### src/rtl/cfg_sec_gate_pkg.sv
package cfg_sec_gate_pkg;

    typedef enum logic [2:0] {
        OP_IDLE    = 3'd0,
        OP_RD_CFG  = 3'd1,
        OP_RD_SIG  = 3'd2,
        OP_WR_SIG  = 3'd3,
        OP_PRELOAD = 3'd4,
        OP_SECURE  = 3'd5,
        OP_ERASE   = 3'd6,
        OP_PROG    = 3'd7
    } gate_op_e;

    localparam int unsigned SIG_W = 64;

endpackage

### src/rtl/cfg_sec_store.sv
module cfg_sec_store #(
    parameter int unsigned DEPTH = 16,
    parameter int unsigned CW    = 32,
    localparam int unsigned AW   = (DEPTH > 1) ? $clog2(DEPTH) : 1
) (
    input  logic          clk,
    input  logic          rst_n,
    input  logic          wr_en,
    input  logic          clr_all,
    input  logic [AW-1:0] addr,
    input  logic [CW-1:0] wdata,
    output logic [CW-1:0] rdata
);

    logic [CW-1:0] mem_d [DEPTH];
    logic [CW-1:0] mem_q [DEPTH];

    always_comb begin
        for (int i = 0; i < DEPTH; i++) begin
            if (clr_all) begin
                mem_d[i] = '0;
            end else if (wr_en && (int'(addr) == i)) begin
                mem_d[i] = wdata;
            end else begin
                mem_d[i] = mem_q[i];
            end
        end
    end

    always_ff @(posedge clk or negedge rst_n) begin
        if (!rst_n) begin
            for (int i = 0; i < DEPTH; i++) mem_q[i] <= '0;
        end else begin
            for (int i = 0; i < DEPTH; i++) mem_q[i] <= mem_d[i];
        end
    end

    assign rdata = (int'(addr) < DEPTH) ? mem_q[addr] : '0;

endmodule

### src/rtl/cfg_sec_ctrl.sv
module cfg_sec_ctrl
    import cfg_sec_gate_pkg::*;
#(
    parameter int unsigned DEPTH = 16,
    parameter int unsigned CW    = 32,
    parameter int unsigned PW    = 10
) (
    input  logic             clk,
    input  logic             rst_n,
    input  logic             cmd_valid,
    input  logic [2:0]       cmd_op,
    input  logic [SIG_W-1:0] cmd_wdata,
    input  logic [CW-1:0]    store_rdata,
    output logic             store_wr,
    output logic             store_clr,
    output logic             rsp_valid,
    output logic             rsp_denied,
    output logic [SIG_W-1:0] rsp_data,
    output logic             pl_valid,
    output logic [PW-1:0]    pl_data,
    output logic             secured
);

    typedef struct packed {
        logic             fuse;
        logic [SIG_W-1:0] sig;
        logic             rsp_valid;
        logic             rsp_denied;
        logic [SIG_W-1:0] rsp_data;
        logic             pl_valid;
        logic [PW-1:0]    pl_data;
    } ctrl_state_t;

    ctrl_state_t st_d, st_q;
    gate_op_e    op;

    assign op = gate_op_e'(cmd_op);

    always_comb begin
        st_d            = st_q;
        st_d.rsp_valid  = 1'b0;
        st_d.rsp_denied = 1'b0;
        st_d.rsp_data   = '0;
        st_d.pl_valid   = 1'b0;
        store_wr        = 1'b0;
        store_clr       = 1'b0;
        if (cmd_valid && op != OP_IDLE) begin
            st_d.rsp_valid = 1'b1;
            unique case (op)
                OP_RD_CFG: begin
                    if (st_q.fuse) st_d.rsp_denied = 1'b1;
                    else           st_d.rsp_data   = SIG_W'(store_rdata);
                end
                OP_RD_SIG: st_d.rsp_data = st_q.sig;
                OP_WR_SIG: st_d.sig      = cmd_wdata;
                OP_PRELOAD: begin
                    if (st_q.fuse) begin
                        st_d.rsp_denied = 1'b1;
                    end else begin
                        st_d.pl_valid = 1'b1;
                        st_d.pl_data  = cmd_wdata[PW-1:0];
                    end
                end
                OP_SECURE: st_d.fuse = 1'b1;
                OP_ERASE: begin
                    st_d.fuse = 1'b0;
                    store_clr = 1'b1;
                end
                OP_PROG:   store_wr = 1'b1;
                default:   st_d.rsp_valid = 1'b0;
            endcase
        end
    end

    always_ff @(posedge clk or negedge rst_n) begin
        if (!rst_n) st_q <= '0;
        else        st_q <= st_d;
    end

    assign rsp_valid  = st_q.rsp_valid;
    assign rsp_denied = st_q.rsp_denied;
    assign rsp_data   = st_q.rsp_data;
    assign pl_valid   = st_q.pl_valid;
    assign pl_data    = st_q.pl_data;
    assign secured    = st_q.fuse;

endmodule

### src/rtl/cfg_sec_gate.sv
module cfg_sec_gate #(
    parameter int unsigned DEPTH = 16,
    parameter int unsigned CW    = 32,
    parameter int unsigned PW    = 10,
    localparam int unsigned AW   = (DEPTH > 1) ? $clog2(DEPTH) : 1
) (
    input  logic          clk,
    input  logic          rst_n,
    input  logic          cmd_valid,
    input  logic [2:0]    cmd_op,
    input  logic [AW-1:0] cmd_addr,
    input  logic [63:0]   cmd_wdata,
    output logic          rsp_valid,
    output logic          rsp_denied,
    output logic [63:0]   rsp_data,
    output logic          pl_valid,
    output logic [PW-1:0] pl_data,
    output logic          secured
);

    logic          store_wr;
    logic          store_clr;
    logic [CW-1:0] store_rdata;

    cfg_sec_store #(.DEPTH(DEPTH), .CW(CW)) i_store (
        .clk     (clk),
        .rst_n   (rst_n),
        .wr_en   (store_wr),
        .clr_all (store_clr),
        .addr    (cmd_addr),
        .wdata   (cmd_wdata[CW-1:0]),
        .rdata   (store_rdata)
    );

    cfg_sec_ctrl #(.DEPTH(DEPTH), .CW(CW), .PW(PW)) i_ctrl (
        .clk         (clk),
        .rst_n       (rst_n),
        .cmd_valid   (cmd_valid),
        .cmd_op      (cmd_op),
        .cmd_wdata   (cmd_wdata),
        .store_rdata (store_rdata),
        .store_wr    (store_wr),
        .store_clr   (store_clr),
        .rsp_valid   (rsp_valid),
        .rsp_denied  (rsp_denied),
        .rsp_data    (rsp_data),
        .pl_valid    (pl_valid),
        .pl_data     (pl_data),
        .secured     (secured)
    );

endmodule

### config.mk
export PLATFORM = sky130hd
export DESIGN_NAME = cfg_sec_gate
export DESIGN_NICKNAME = d
export VERILOG_FILES = /design/src/rtl/cfg_sec_gate_pkg.sv /design/src/rtl/cfg_sec_store.sv /design/src/rtl/cfg_sec_ctrl.sv /design/src/rtl/cfg_sec_gate.sv
export SDC_FILE = /design/constraint.sdc
export NUM_CORES = 1
export LEC_CHECK = 0
export ABC_AREA = 1
export BUFFER_PORTS_ARGS = -buffer_cell sky130_fd_sc_hd__buf_2
export CORE_MARGIN = 2
export CORE_UTILIZATION = 61
export CTS_CLUSTER_SIZE = 12
export DETAILED_ROUTE_END_ITERATION = 10
export PLACE_DENSITY_LB_ADDON = 0.15
export SETUP_SLACK_MARGIN = 0.15
export SYNTH_ARGS = -nofsm -noshare
export SYNTH_HDL_FRONTEND = slang
export SYNTH_SLANG_ARGS = --single-unit
### constraint.sdc
create_clock -name clk -period 1.4 [get_ports clk]
set_input_delay 0.07 -clock clk [delete_from_list [all_inputs] [get_ports clk]]
set_output_delay 0.07 -clock clk [all_outputs]
set_load 0.05 [all_outputs]
==> flow_summary.json <==
{
  "crit_arrival_ps": 1890,
  "core_mm2": 0.04795,
  "final_area_mm2": 0.03690,
  "path_class": "register to register",
  "ys_seq_area_share_pct": 55.06,
  "yosysTopAreaCell": "dfrtp_1",
  "hold_viol_final": 5,
  "grt_usage_pct": 35.24,
  "finClkSkew_ps": 17.95,
  "port_buffers": 151,
  "vias": 27127,
  "die_h_um": 224.7,
  "die-area_mm2": 0.05051,
  "placement.cell_area_mm2": 0.03312,
  "r2r_slack_ps": -30,
  "grt_util_met3_pct": 6.623,
  "start_kind": "register",
  "clk-insertion-delay-late_ps": 600,
  "p_leak_nw": 19.20,
  "worst_slew_pin_slew_ps": 461.9,
  "dp_cells": 4490,
  "max_freq_mhz": 699.4,
  "root_buffer": "clkbuf_16",
  "holdWs_ps": -0.7031,
  "setup_violations": 2,
  "powerDensity_mw_per_mm2": 1391,
  "dp_hpwl_mm": 53.93,
  "final_cells": 4697,
  "crit_path_end_kind": "register",
  "drive_above_1_share_pct": 16.40,
  "synth-seq-cells": 654,
  "die_w_um": 224.7,
  "drt_first_pass_iters": 8,
  "max_cap_violations": 0,
  "totalWireLength_mm": 93.15,
  "initial_core_util_pct": 61.99,
  "clockBufferDepth": 3,
  "synthDistinctLibCells": 25,
  "grt_pass1_vias": 26418,
  "crit_fanout": 2,
  "busiest_layer": "met2",
  "gp_congestion": 0.9421,
  "avgSynthCellArea_um2": 7.855,
  "ir_worst_vdd_mv": 0.7599,
  "syn_inst": 3784,
  "min_period_ps": 1430,
  "grt_start_max_net_pins": 69,
  "cp_data_required_time_ps": 1870,
  "synth_edf_count": 0,
  "grtUsageMet1_pct": 47.86,
  "area_delta_synth_final_pct": 24.15,
  "synth_top_area_share_pct": 55.06,
  "num-nets-final": 4121,
  "status": "complete, but fails checks",
  "rows": 80,
  "drc": 0,
  "hold_path_class": "primary input to async pin",
  "vias_per_cell": 5.775,
  "rsz0062_at_grt": "true",
  "syn_area_mm2": 0.02972,
  "post_drt_wl_per_cell_um": 19.83,
  "h-tree-depth": 3,
  "finalMaxSlewViolations": 0,
  "cts.sinks": 654,
  "grt_pass1_wl_mm": 139.8,
  "synth_flop_cell": "dfrtp_1",
  "antenna_found_initial": 2,
  "io_pins": 152,
  "use_met2_pct": 56.95,
  "tritoncts": "built",
  "cts_buffers": 68,
  "fin_crit_sh_pct": 102.1,
  "fin_ws_ps": -29.83,
  "clkSlewWorstSetupHoldPaths_ps": 50,
  "failed_checks": "negative hold slack, negative setup slack",
  "fillers": 3100,
  "synthArstFlopShare_pct": 100.0,
  "max-slew-margin-rel_pct": 69.04,
  "initialDrtViolationCount": 3118,
  "yosys-top-cells-area": "dfrtp_1 (55%), nand2_1 (25%), o21ai_0 (7.5%), o21ai_1 (2.4%), clkbuf_1 (2.0%)",
  "syn_nets": 3858,
  "grt_overflow": 0,
  "yosysWarnings": 0,
  "detail-route-antenna-nets": 0
}
## cells in the mapped netlist (all sizes together) (4+ instances only)
cell type / count
nand2: 1967
nand3: 5
mux2: 32
buf: 174
inv: 82
clkbuf: 158
a21oi: 48
o21ai: 588
dfrtp: 654
nor3: 4
nor2: 69
## worst paths after layout
kind,end,depth (start not counted),start
worst max-delay path,i_ctrl.rsp_data[24],8,i_store.mem_q[56]
min in group clk,i_ctrl.rsp_denied,5,cmd_op[1]
worst max register to register,i_ctrl.rsp_data[24],8,i_store.mem_q[56]
worst min-delay path,i_ctrl.pl_data[5],2,rst_n
worst min register to register,i_store.mem_q[116],2,i_store.mem_q[116]
max in group asynchronous,i_store.mem_q[438],4,rst_n
## state kept, by name, indices dropped and copies added, names as in the netlist
register,flops
i_ctrl.rsp_denied,1
i_ctrl.st_q,64
i_ctrl.rsp_data,64
i_store.mem_q,512
i_ctrl.secured,1
i_ctrl.pl_valid,1
i_ctrl.rsp_valid,1
i_ctrl.pl_data,10
## timing repair
action,CTS,global route
buffers inserted,2,22
hold endpoints to repair,681,2
endpoints found under the setup margin,103,145
hold buffers,69,2
cloned,1,7
resized for setup,136,113
pin swaps,11,31
## cells in the final DEF (no fill, tap or decap), types with 9 or more instances in the layout
master / synthesis / final
a21oi_1: 34 / 9
a21oi_2: 5 / 23
a21oi_4: 9 / 16
buf_12: 1 / 111
buf_2: 87 / 71
buf_4: 75 / 213
buf_6: 1 / 44
clkbuf_1: 156 / 17
clkbuf_16: 0 / 77
clkbuf_8: 0 / 9
dfrtp_1: 654 / 653
dlygate4sd3_1: 0 / 68
inv_1: 73 / 70
inv_2: 9 / 10
mux2_2: 32 / 31
nand2_1: 1967 / 1953
nand2_2: 0 / 14
nor2_1: 68 / 65
o21ai_0: 444 / 415
o21ai_1: 144 / 152
o21ai_2: 0 / 10
o21ai_4: 0 / 11
## per-stage QoR
step	power (W)	worst slack, ps	util (%)	TNS, ps
2_1_floorplan	0.03013	137.4	-	0
3_3_place_gp	0.03284	-270.1	69.08	-97700
3_5_place_dp	0.03339	-309.0	69.08	-105510
4_1_cts	0.05073	25.06	75.61	0
5_1_grt	0.05375	-121.5	76.96	-191.5
6_report	0.05135	-29.83	76.96	-31.96
## area by class of cell
| class | instances | area (µm²) | area share [%] |
|---|---|---|---|
| sequential | 654 | 16370 | 44.35 |
| multi-input combinational | 2715 | 11780 | 31.91 |
| timing repair buffer | 524 | 5618 | 15.22 |
| clock buffer | 99 | 2014 | 5.459 |
| tap | 615 | 769.5 | 2.085 |
| inverter | 83 | 326.6 | 0.8850 |
| clock inverter | 4 | 20.02 | 0.05425 |
| timing repair inverter | 1 | 6.256 | 0.01695 |
| antenna | 2 | 5.005 | 0.01356 |
## critical path: stages, from the launching register on
cell	delay [ps]
dfrtp_1	390
nand2_1	90
nand2_1	110
nand2_1	150
nand2_1	90
nand2_1	80
nand2_1	60
o21ai_0	220
a21oi_1	120
## cell families after synthesis
family          share of synthesized area [%]
mux                                     1.212
simple gates                            25.94
buf+inv                                 6.643
compound gates                          11.14
flops                                   55.06
## where the power goes
part / total, W / internal (W) / leakage (nW) / switching [W]
clock network: 0.0171 / 0.00986 / 1.00 / 0.00723
logic: 0.00986 / 0.00400 / 9.88 / 0.00586
registers: 0.0244 / 0.0224 / 8.32 / 0.00201
## layer usage
layer / routed length [µm] / share of wire (%)
met1: 36620 / 39
met2: 43890 / 47
met3: 8918 / 9.6
met4: 3717 / 4.0
met5: 0 / 0
No activity file was read; power rests on OpenSTA's default activity.
